--- src/rtl/jtag_eng_pkg.sv ---
package jtag_eng_pkg;
  localparam int BYTE_W = 8;
  localparam int CNT_W  = $clog2(BYTE_W + 1);

  typedef enum logic [1:0] {
    CAP_NONE  = 2'd0,
    CAP_FIRST = 2'd1,
    CAP_ALL   = 2'd2
  } cap_mode_e;

  typedef enum logic [2:0] {
    OP_NONE = 3'd0,
    OP_RST  = 3'd1,
    OP_FSM  = 3'd2,
    OP_SPD  = 3'd3,
    OP_LEN  = 3'd4,
    OP_JOB  = 3'd5
  } op_e;

  typedef struct packed {
    logic [CNT_W-1:0]  nbits;
    logic [BYTE_W-1:0] tms;
    logic [BYTE_W-1:0] tdi;
    cap_mode_e         cap;
  } job_t;
endpackage

--- src/rtl/jtag_cmd_decode.sv ---
module jtag_cmd_decode
  import jtag_eng_pkg::*;
(
  input  logic              cmd_valid,
  input  logic              data_valid,
  input  logic [BYTE_W-1:0] wbyte,
  input  logic [2:0]        len_m1,
  output op_e               op,
  output job_t              job
);
  always_comb begin
    op        = OP_NONE;
    job.nbits = '0;
    job.tms   = '0;
    job.tdi   = '0;
    job.cap   = CAP_NONE;
    if (data_valid) begin
      op        = OP_JOB;
      job.nbits = CNT_W'(len_m1) + CNT_W'(1);
      job.tdi   = wbyte;
      job.cap   = CAP_ALL;
    end else if (cmd_valid) begin
      case (wbyte[7:6])
        2'b00: begin
          case (wbyte[5:4])
            2'b00:   op = OP_RST;
            2'b01:   op = OP_FSM;
            2'b10:   op = OP_SPD;
            default: op = OP_LEN;
          endcase
        end
        2'b01: begin
          op        = OP_JOB;
          job.nbits = CNT_W'(5);
          job.tms   = BYTE_W'(wbyte[4:0]);
          job.tdi   = {BYTE_W{wbyte[5]}};
          job.cap   = CAP_FIRST;
        end
        2'b10: begin
          op        = OP_JOB;
          job.nbits = CNT_W'(wbyte[5:4]) + CNT_W'(1);
        end
        default: op = OP_NONE;
      endcase
    end
  end
endmodule

--- src/rtl/jtag_tck_gen.sv ---
module jtag_tck_gen #(
  parameter int SPD_W = 4,
  parameter int CNT_W = 4
) (
  input  logic             clk,
  input  logic             rst_n,
  input  logic             start,
  input  logic [CNT_W-1:0] nbits,
  input  logic [SPD_W-1:0] half,
  output logic             tck,
  output logic             active,
  output logic             rise,
  output logic             step,
  output logic             done
);
  logic             active_q, active_d;
  logic             tck_q, tck_d;
  logic [SPD_W-1:0] ph_q, ph_d;
  logic [CNT_W-1:0] bits_q, bits_d;
  logic             at_end, fall, ld;

  assign at_end = active_q && (ph_q == half);
  assign rise   = at_end && !tck_q;
  assign fall   = at_end && tck_q;
  assign step   = fall && (bits_q != '0);
  assign done   = fall && (bits_q == '0);
  assign ld     = start || active_q;

  always_comb begin
    active_d = active_q;
    tck_d    = tck_q;
    ph_d     = ph_q;
    bits_d   = bits_q;
    if (start) begin
      active_d = 1'b1;
      tck_d    = 1'b0;
      ph_d     = '0;
      bits_d   = nbits - CNT_W'(1);
    end else if (active_q) begin
      if (at_end) begin
        ph_d  = '0;
        tck_d = !tck_q;
        if (done) active_d = 1'b0;
        if (step) bits_d = bits_q - CNT_W'(1);
      end else begin
        ph_d = ph_q + SPD_W'(1);
      end
    end
  end

  always_ff @(posedge clk or negedge rst_n) begin
    if (!rst_n) begin
      active_q <= 1'b0;
      tck_q    <= 1'b0;
      ph_q     <= '0;
      bits_q   <= '0;
    end else if (ld) begin
      active_q <= active_d;
      tck_q    <= tck_d;
      ph_q     <= ph_d;
      bits_q   <= bits_d;
    end
  end

  assign tck    = tck_q;
  assign active = active_q;

  assert_tck_idle_low_R9: assert property (@(posedge clk) disable iff (!rst_n)
    !active_q |-> !tck_q);
  assert_start_only_idle_R11: assert property (@(posedge clk) disable iff (!rst_n)
    start |-> !active_q);
endmodule

--- src/rtl/jtag_shift_path.sv ---
module jtag_shift_path
  import jtag_eng_pkg::*;
(
  input  logic              clk,
  input  logic              rst_n,
  input  logic              start,
  input  job_t              job,
  input  logic              step,
  input  logic              rise,
  input  logic              tdo,
  output logic              tms,
  output logic              tdi,
  output logic [BYTE_W-1:0] rx
);
  logic [BYTE_W-1:0] tms_sr_q, tms_sr_d, tdi_sr_q, tdi_sr_d, rx_q, rx_d;
  cap_mode_e         cap_q, cap_d;
  logic              first_q, first_d, tms_q, tms_d, tdi_q, tdi_d, ld;

  assign ld = start || step || rise;

  always_comb begin
    tms_sr_d = tms_sr_q;
    tdi_sr_d = tdi_sr_q;
    rx_d     = rx_q;
    cap_d    = cap_q;
    first_d  = first_q;
    tms_d    = tms_q;
    tdi_d    = tdi_q;
    if (start) begin
      tms_d    = job.tms[0];
      tdi_d    = job.tdi[0];
      tms_sr_d = job.tms >> 1;
      tdi_sr_d = job.tdi >> 1;
      cap_d    = job.cap;
      first_d  = 1'b1;
      if (job.cap == CAP_ALL) rx_d = '0;
    end else begin
      if (step) begin
        tms_d    = tms_sr_q[0];
        tdi_d    = tdi_sr_q[0];
        tms_sr_d = tms_sr_q >> 1;
        tdi_sr_d = tdi_sr_q >> 1;
      end
      if (rise) begin
        first_d = 1'b0;
        if (cap_q == CAP_ALL)
          rx_d = {tdo, rx_q[BYTE_W-1:1]};
        else if ((cap_q == CAP_FIRST) && first_q)
          rx_d = {tdo, {(BYTE_W-1){1'b0}}};
      end
    end
  end

  always_ff @(posedge clk or negedge rst_n) begin
    if (!rst_n) begin
      tms_sr_q <= '0;
      tdi_sr_q <= '0;
      rx_q     <= '0;
      cap_q    <= CAP_NONE;
      first_q  <= 1'b0;
      tms_q    <= 1'b0;
      tdi_q    <= 1'b0;
    end else if (ld) begin
      tms_sr_q <= tms_sr_d;
      tdi_sr_q <= tdi_sr_d;
      rx_q     <= rx_d;
      cap_q    <= cap_d;
      first_q  <= first_d;
      tms_q    <= tms_d;
      tdi_q    <= tdi_d;
    end
  end

  assign tms = tms_q;
  assign tdi = tdi_q;
  assign rx  = rx_q;

  assert_data_tms_low_R8: assert property (@(posedge clk) disable iff (!rst_n)
    (cap_q == CAP_ALL) |-> !tms_q);
  assert_rx_hold_on_step_R9: assert property (@(posedge clk) disable iff (!rst_n)
    (step && !start) |=> $stable(rx_q));
endmodule

--- src/rtl/jtag_byte_engine.sv ---
module jtag_byte_engine
  import jtag_eng_pkg::*;
#(
  parameter int SPD_W = 4
) (
  input  logic              clk,
  input  logic              rst_n,
  input  logic              host_wr,
  input  logic              host_rd,
  input  logic              host_sel,
  input  logic [BYTE_W-1:0] host_wdata,
  output logic [BYTE_W-1:0] host_rdata,
  input  logic              tdo_i,
  output logic              tck_o,
  output logic              tms_o,
  output logic              tdi_o,
  output logic              retclk_en_o,
  output logic              srst_n_o,
  output logic              srst_oe_o,
  output logic              trst_n_o,
  output logic              trst_oe_o
);
  localparam logic [2:0] LEN_FULL = 3'(BYTE_W - 1);

  logic [1:0]       rsync_q;
  logic             rst_ns;
  logic [3:0]       rst_ctl_q, rst_ctl_d;
  logic [1:0]       fsm_q, fsm_d;
  logic [SPD_W-1:0] spd_q, spd_d;
  logic [2:0]       len_q, len_d;
  logic             ovr_q, ovr_d;
  logic             busy, accepted, cmd_valid, data_valid, job_start, cfg_ld;
  logic             tck_int, tms_int, tdi_int, rise, step, done;
  logic [BYTE_W-1:0] rx;
  op_e              op;
  job_t             job;

  always_ff @(posedge clk or negedge rst_n) begin
    if (!rst_n) rsync_q <= 2'b00;
    else        rsync_q <= {rsync_q[0], 1'b1};
  end
  assign rst_ns = rsync_q[1];

  assign accepted   = host_wr && !busy;
  assign cmd_valid  = accepted && !host_sel;
  assign data_valid = accepted && host_sel;
  assign job_start  = (op == OP_JOB);

  jtag_cmd_decode i_decode (
    .cmd_valid (cmd_valid),
    .data_valid(data_valid),
    .wbyte     (host_wdata),
    .len_m1    (len_q),
    .op        (op),
    .job       (job)
  );

  jtag_tck_gen #(.SPD_W(SPD_W), .CNT_W(CNT_W)) i_tck (
    .clk   (clk),
    .rst_n (rst_ns),
    .start (job_start),
    .nbits (job.nbits),
    .half  (spd_q),
    .tck   (tck_int),
    .active(busy),
    .rise  (rise),
    .step  (step),
    .done  (done)
  );

  jtag_shift_path i_shift (
    .clk  (clk),
    .rst_n(rst_ns),
    .start(job_start),
    .job  (job),
    .step (step),
    .rise (rise),
    .tdo  (tdo_i),
    .tms  (tms_int),
    .tdi  (tdi_int),
    .rx   (rx)
  );

  always_comb begin
    rst_ctl_d = rst_ctl_q;
    fsm_d     = fsm_q;
    spd_d     = spd_q;
    len_d     = len_q;
    case (op)
      OP_RST:  rst_ctl_d = host_wdata[3:0];
      OP_FSM:  fsm_d     = host_wdata[2:1];
      OP_SPD:  spd_d     = SPD_W'(host_wdata[3:0]);
      OP_LEN:  len_d     = host_wdata[2:0];
      default: ;
    endcase
    if (data_valid) len_d = LEN_FULL;
    if (host_wr && busy) ovr_d = 1'b1;
    else if (host_rd && !host_sel) ovr_d = 1'b0;
    else ovr_d = ovr_q;
  end

  assign cfg_ld = accepted;

  always_ff @(posedge clk or negedge rst_ns) begin
    if (!rst_ns) begin
      rst_ctl_q <= '0;
      fsm_q     <= '0;
      spd_q     <= '0;
      len_q     <= LEN_FULL;
    end else if (cfg_ld) begin
      rst_ctl_q <= rst_ctl_d;
      fsm_q     <= fsm_d;
      spd_q     <= spd_d;
      len_q     <= len_d;
    end
  end

  always_ff @(posedge clk or negedge rst_ns) begin
    if (!rst_ns) ovr_q <= 1'b0;
    else         ovr_q <= ovr_d;
  end

  assign tck_o       = tck_int && fsm_q[1];
  assign tms_o       = tms_int && fsm_q[1];
  assign tdi_o       = tdi_int && fsm_q[1];
  assign retclk_en_o = fsm_q[0];

  assign srst_oe_o = rst_ctl_q[1] || rst_ctl_q[0];
  assign srst_n_o  = rst_ctl_q[1] && !rst_ctl_q[0];
  assign trst_oe_o = rst_ctl_q[3] || rst_ctl_q[2];
  assign trst_n_o  = rst_ctl_q[3] && !rst_ctl_q[2];

  assign host_rdata = host_sel ? rx : {busy, ovr_q, {(BYTE_W-2){1'b0}}};

  assert_ignore_busy_R11: assert property (@(posedge clk) disable iff (!rst_ns)
    (host_wr && busy) |=> (ovr_q && $stable(len_q) && $stable(spd_q)));
  assert_len_revert_R5: assert property (@(posedge clk) disable iff (!rst_ns)
    data_valid |=> (len_q == LEN_FULL));
  assert_tck_needs_busy_R10: assert property (@(posedge clk) disable iff (!rst_ns)
    $rose(tck_o) |-> busy);
  assert_done_clears_busy_R10: assert property (@(posedge clk) disable iff (!rst_ns)
    done |=> !busy);
endmodule

--- config.mk ---
export PLATFORM = sky130hd
export DESIGN_NAME = jtag_byte_engine
export DESIGN_NICKNAME = d
export VERILOG_FILES = /design/src/rtl/jtag_eng_pkg.sv /design/src/rtl/jtag_cmd_decode.sv /design/src/rtl/jtag_tck_gen.sv /design/src/rtl/jtag_shift_path.sv /design/src/rtl/jtag_byte_engine.sv
export SDC_FILE = /design/constraint.sdc
export NUM_CORES = 1
export LEC_CHECK = 0
export BUFFER_PORTS_ARGS = -buffer_cell sky130_fd_sc_hd__buf_2
export CORE_MARGIN = 4
export CORE_UTILIZATION = 60
export CTS_CLUSTER_SIZE = 25
export DETAILED_ROUTE_END_ITERATION = 7
export PLACE_DENSITY = 0.92
export SETUP_SLACK_MARGIN = 0.2
export SYNTH_ARGS = -nofsm -noshare
export SYNTH_HDL_FRONTEND = slang
export SYNTH_SLANG_ARGS = --single-unit
--- constraint.sdc ---
create_clock -name clk -period 2.24 [get_ports clk]
set_input_delay 0.224 -clock clk [delete_from_list [all_inputs] [get_ports clk]]
set_output_delay 0.224 -clock clk [all_outputs]
set_load 0.01 [all_outputs]
=== Yosys cells after proc, flatten, opt, wreduce, memory -nomap -nowiden ===
Index checks and enable logic that the tools add are counted.
W data, S select, Z words.

* Input port bits: 14
* Output and inout port bits: 16
* Memory bits (writable): 0
* Memories kept: 0
* Bits in read-only memories: 0
* Bits in latches: 0
* Logic and storage cells: 129
* Register bits after elaboration: 55

* Muxes and demuxes: 44
* $mul: 0
* Div/mod/pow operators: 0
* Order comparisons: 0
* Bitwise gates (word level): 0
* Reductions and logical operators: 49
* Shift operators: 0
* Add/sub/neg operators: 5
* Equal/unequal tests: 14

{| class="wikitable"
|+ Operators by type and width
! kind !! count
|-
| $mux W8 || 11
|-
| $mux W4 || 8
|-
| $mux W22 || 1
|-
| $logic_and A1 B1 Y1 || 16
|-
| $reduce_and A2 Y1 || 8
|-
| $mux W1 || 15
|-
| $mux W15 || 1
|-
| $mux W3 || 4
|-
| $reduce_bool A2 Y1 || 6
|-
| $mux W10 || 1
|-
| $pmux W3 S3 || 1
|-
| $eq A2 B2 Y1 const B || 4
|-
| $pmux W4 S2 || 1
|-
| $reduce_and A4 Y1 || 2
|-
| $sub A4 B1 Y4 const B || 2
|-
| $eq A2 B1 Y1 const B || 3
|-
| $eq A3 B2 Y1 const B || 2
|-
| $eq A3 B3 Y1 const B || 2
|-
| $pmux W3 S2 || 1
|-
| $logic_not A1 Y1 || 5
|-
| $logic_or A1 B1 Y1 || 5
|-
| $add A3 B1 Y4 const B || 1
|-
| $add A4 B1 Y4 const B || 1
|-
| $eq A4 B4 Y1 || 1
|-
| other kinds (9) || 10
|}

=== Longest topological paths before layout ===
* Depth in word-level cells: 9
* Gate-level depth with buffers: 13
* Depth with buffers taken out: 11

=== By module ===
A second synthesis with hierarchy kept.

* Cell total of the unflattened synthesis: 319
* Area total of the unflattened synthesis: 3,138.0 um2

{| class="wikitable"
|+ By module, submodules not included
! module !! seq. area each (um2) !! cells each !! area each (um2) !! times used
|-
| jtag_shift_path || 675.6 || 118 || 1,241.2 || 1
|-
| jtag_byte_engine || 404.1 || 68 || 812.0 || 1
|-
| jtag_tck_gen || 250.2 || 69 || 650.6 || 1
|-
| jtag_cmd_decode || 0.0 || 64 || 434.2 || 1
|}

=== Least setup slack after synthesis ===
Ideal clock, no wire load.

* Kind: input port to flip-flop
* From: in host_wdata[6]
* To: reg i_tck.bits_q[2]
* Path buffers: 2
* Stages on the path: 10
* Setup slack: -0.061 ns
* Setup time: 0.120 ns
* Required time: 2.120 ns
* Data arrival time: 2.181 ns
* Path through: inv_1 > ha_1 > nor2b_1 > o311ai_1 > buf_2 > buf_2 > a21oi_1 > ha_1 > o32a_1 > o211a_1

* Word-level cells in the longest chain between the ends: 8
* Elaborated cells on any way between the ends: 18
* Those cells by class: add/sub: 1; eq/ne: 3; mux: 7; reduce/logical: 7

{| class="wikitable"
|+ RTL lines
! element !! line !! RTL
|-
| start: declaration || jtag_byte_engine.sv:11 || <nowiki>input logic [BYTE_W-1:0] host_wdata,</nowiki>
|-
| $eq A2 B2 Y1 or $eq A2 B1 Y1 (tied branches) || jtag_cmd_decode.sv:23 || <nowiki>case (wbyte[7:6])</nowiki>
|-
| $reduce_or A2 Y1 (no line) || -- ||
|-
| $pmux W3 S2 || jtag_cmd_decode.sv:23 ||
|-
| $mux W3 || jtag_cmd_decode.sv:22 || <nowiki>end else if (cmd_valid) begin</nowiki>
|-
| $mux W3 || jtag_cmd_decode.sv:17 || <nowiki>if (data_valid) begin</nowiki>
|-
| $eq A3 B3 Y1 || jtag_byte_engine.sv:47 || <nowiki>assign job_start = (op == OP_JOB);</nowiki>
|-
| $reduce_bool A2 Y1 (no line) or $logic_or A1 B1 Y1 (tied branches) || -- ||
|-
| $reduce_and A4 Y1 (no line) || -- ||
|-
| end signal: assignment || jtag_tck_gen.sv:61 || <nowiki>bits_q <= bits_d;</nowiki>
|-
| end: declaration || jtag_tck_gen.sv:19 || <nowiki>logic [CNT_W-1:0] bits_q, bits_d;</nowiki>
|}

Several ways; a longest one is shown, not always the timed one.
A chain may end at the register's enable or synchronous reset.

=== Worst setup path in the final report ===
* From: reg i_tck.active_q (netlist: i_tck.active)
* To: reg i_tck.bits_q[2]

* Word-level cells in the longest chain between the ends: 8
* Elaborated cells on any way between the ends: 19
* Those cells by class: add/sub: 1; eq/ne: 1; mux: 5; reduce/logical: 12

{| class="wikitable"
|+ RTL lines
! element !! line !! RTL
|-
| start: declaration || jtag_tck_gen.sv:16 || <nowiki>logic active_q, active_d;</nowiki>
|-
| start signal: assignment || jtag_tck_gen.sv:58 || <nowiki>active_q <= active_d;</nowiki>
|-
| branches (longest 8 deep; another with $sub A4 B1 Y4) || -- ||
|}

Several ways; the timed one is not identified.

==> metrics.md <==
| Metric | Value |
|---|---|
| Area growth syn-to-layout | 16.5% |
| Synth Area in Compound Gates | 0.143 |
| CP endpoint kind | flip-flop |
| Worst path slowest cell | dfrtp_1 |
| WL met3 | about 350 um |
| Post-route DRC violation count | 0 |
| Xor/xnor share of the synthesized area | 0.0252 |
| # diodes | 0 |
| #FFs+latches synth | 50 |
| Sw power | 1.37 mW |
| Fmax achieved | 504 MHz |
| Place WS | -6.90 ps |
| Outcome | finished clean |
| CTS H-tree lvls | 2 |
| Synth area leader | dfrtp_1 |
| Final cycle utilization of the critical path | 0.886 |
| Post-Layout Cell Count | 359 |
| Mapped Area | ~0.0028 sq mm |
| Synth Flop Type | dfrtp_1 |
| Yosys top cell area share | 0.423 |
| RSZ-0062 raised after global routing | yes |
| Worst-path fanout max | 5 |
| CP Launch Type | flip-flop |
| Row count | 24 |
| Final setup margin | roughly 260 ps |
| CP required | 2450 ps |
| Cts bufs inserted | 5 |
| Total core area | 0.00441 sq mm |
| Initial antenna violation count | 0 |
| # clock sinks | 50 |
| Maximum capacitance violations | 0 |
| Total global-route track usage | 0.231 |
| Sequential share of the synthesized area | 0.451 |
| Final core occ | 0.734 |
| Iteration count of the initial detailed-routing pass | 4 |
| Post-DP HPWL | between 4 and 5 mm |
| Final slew viol count | 0 |
| Top cells by area, synth | dfrtp_1 42%, ha_1 4.9%, mux2_2 4.9% |
| Synth Warn # | 0 |
| Post-Route WL | ~6.6 mm |
| Nets | ~330 |
| CP peak stage delay | about 400 ps |
| Clk buf depth | 2 |
| DR top layer | met4 |
| First-pass GRT wire length | about 11 mm |
| Largest net degree at the start of global routing | between 40 and 50 |
| Total Power | approximately 3.6 mW |
| Routability cong. | between 0.8 and 0.9 |
| Largest family of logic cells by synthesized area | simple AND/OR/NAND/NOR gates |
| Setup bufs post-CTS | 0 |
| Root buffer cell | clkbuf_8 |
| Die Ht | 76.1 um |
| Remaining Overflow, GRT | 0 |
| Post-Synthesis Cells | around 270 |
| Worst skew pair latency | about 310 ps |
| Routed via count | approximately 2200 |
| Initial Util | 0.630 |
| Most frequent cells in the layout | 46 x dfrtp_1, 29 x buf_2, 21 x nand2_1, 18 x o21ai_0, 15 x buf_4 |
| Avg Inst Size Synth | 10.5 sq um |
| Crit-path cells | and2b_4 -> nand4_4 -> o311a_1 -> o221ai_2 -> o21ai_1 -> ha_2 -> o32a_1 -> o211a_1 |
| Wire length on met1 | between 2 and 3 mm |
| Setup violators final | 0 |
| Metal2 WL | 3.26 mm |
| Layout Skew | around 9.8 ps |
| Setup CP Type | flip-flop to flip-flop |
| Hold Crit Class | input port to flip-flop |
| Worst-Margin Slew | between 600 and 700 ps |
| Post-Synth Adder-Cell Area | 0.0495 |
| Minimum clock period | 1980 ps |
| Final ANT Viol Nets | 0 |
| Vias/cell | around 6.2 |
| Worst-path clk slew | 90 ps |
| Wire per inst | approximately 18 um |
| Clock share of power | 0.146 |
| Post-synthesis simple-gate area fraction | 0.189 |
| Vias in the first global route | roughly 2300 |
| CTS tree | done |
| Die area | approximately 0.0058 sq mm |
| Comb pwr share | 0.429 |
| LEAKAGE | around 1.6 nW |
| Boundary pin count | 30 |
| Pint | 2.19 mW |
| Sw Share | 0.385 |
| Placed Cells incl. Taps | 350 |
| Layout cells sized above 1 | 0.316 |
| IO buf count | 29 |
| Power Density | roughly 1100 mW/mm^2 |
| EDFF count, synth | 0 |
| Worst rel slew slack | 0.596 |
| Post-synthesis async set-or-reset flop share | 1.00 |
| Synthesized Nets | between 200 and 300 |
| Critical path arrival | 2190 ps |
| Initial DRC Count | 212 |
| Post-synthesis mux area share | 0.103 |
| Reg power frac | 0.425 |
| Chip width | roughly 76 um |
| Commonest non-fill, non-tap cell in the layout | dfrtp_1 |
| Synth unique cells | between 50 and 60 |
| Final Hold Fails | 0 |
| Max VDD drop | roughly 0.49 mV |
-- state kept, by name, summed over array words and instances (netlist names), 3 cells and up --
signal            cells
i_tck.bits_q          4
i_shift.tdi_sr_q      7
i_shift.rx            8
i_shift.tms_sr_q      4
len_q                 3
spd_q                 4
i_tck.ph_q            4
rst_ctl_q             4
-- final timing paths --
| path | from | cells after the start | endpoint | slack [ps] |
|---|---|---|---|---|
| max | i_tck.active | 8 | i_tck.bits_q[2] | 260 |
| min | tdo_i | 3 | i_shift.rx[7] | 190 |
| max reg2reg | i_tck.active | 8 | i_tck.bits_q[2] | 260 |
| min reg2reg | rsync_q[0] | 0 | rsync_q[1] | 350 |
| max in group asynchronous | rsync_q[1] | 1 | i_tck.bits_q[0] | 1480 |
| min in group asynchronous | rst_n | 2 | rsync_q[1] | 220 |
-- power groups by stage --
stage,registers (mW),logic (mW),clock network (mW)
3_5_place_dp,1.51,1.49,0
2_1_floorplan,1.44,1.14,0
6_report,1.51,1.53,0.518
4_1_cts,1.50,1.50,0.518
3_3_place_gp,1.49,1.39,0
5_1_grt,1.55,1.70,0.563
-- stage by stage --
stage | area [sq um] | hold WS, ps | setup TNS [ps]
global route | 3240 | 183 | 0
floorplan | 2870 | -71.6 | 0
global placement | 3120 | 8.95 | 0
finish | 3240 | 186 | 0
CTS | 3220 | 187 | 0
detailed placement | 3120 | 10.9 | -6.90
-- worst max-delay path: cells and delay by family (launching register included) --
| kind | cells | cell delay [ps] |
|---|---|---|
| AOI/OAI and AO/OA | 5 | 820 |
| and+or+nand+nor | 2 | 440 |
| adders and majority gates | 1 | 210 |
| DFF | 1 | 400 |
-- cell usage after synthesis, types with 2 or more instances --
cell and n:
nor2_1 9, dfrtp_1 47, nor3_1 3, dfstp_2 3, nand2_1 21, a21oi_1 10, o41ai_1 2, or2_2 2
nand3b_1 3, buf_2 4, a22o_1 2, xnor2_1 4, nor3_2 2, o21ai_0 19, nor2b_1 6, a21o_1 3
nand2b_1 5, nand3_1 6, a32oi_1 6, mux2_2 12, inv_1 13, o22ai_1 2, clkbuf_1 6, ha_1 11
and3_1 7, mux2_4 6, o211ai_1 2, and2_1 11, mux2i_1 6, nand4_2 2, a2bb2oi_1 4, xor2_1 4
-- repair_timing --
item / CTS / global route
hold buffers: 1 / 0
setup endpoints to repair: 0 / 9
resized for setup: 0 / 6
endpoints found under the hold margin: 2 / 0
-- kinds of logic (layout without fill, tap and decap cells) --
group	count (synthesis)	count (layout)
compound gates	59	59
buf+inv	25	66
other cells	1	1
simple gates	88	88
xor+xnor	8	8
flops	50	50
mux	24	24
fa+ha+maj	11	11
-- area by class of cell --
type	instances	area (sq um)
inverter	13	53.8
clock inverter	1	7.51
clock buffer	7	76.3
multi-input combinational	191	1510
sequential	50	1260
fill	297	1170
tap	52	65.1
timing repair buffer	45	268
-- layer usage --
layer  GRT usage  vias up
li1            -     1030
met1       0.296     1089
met2       0.383       70
met3      0.0461       19
met4      0.0962        0
met5           0        -
Note: power is estimated with default switching activity, not from simulation.
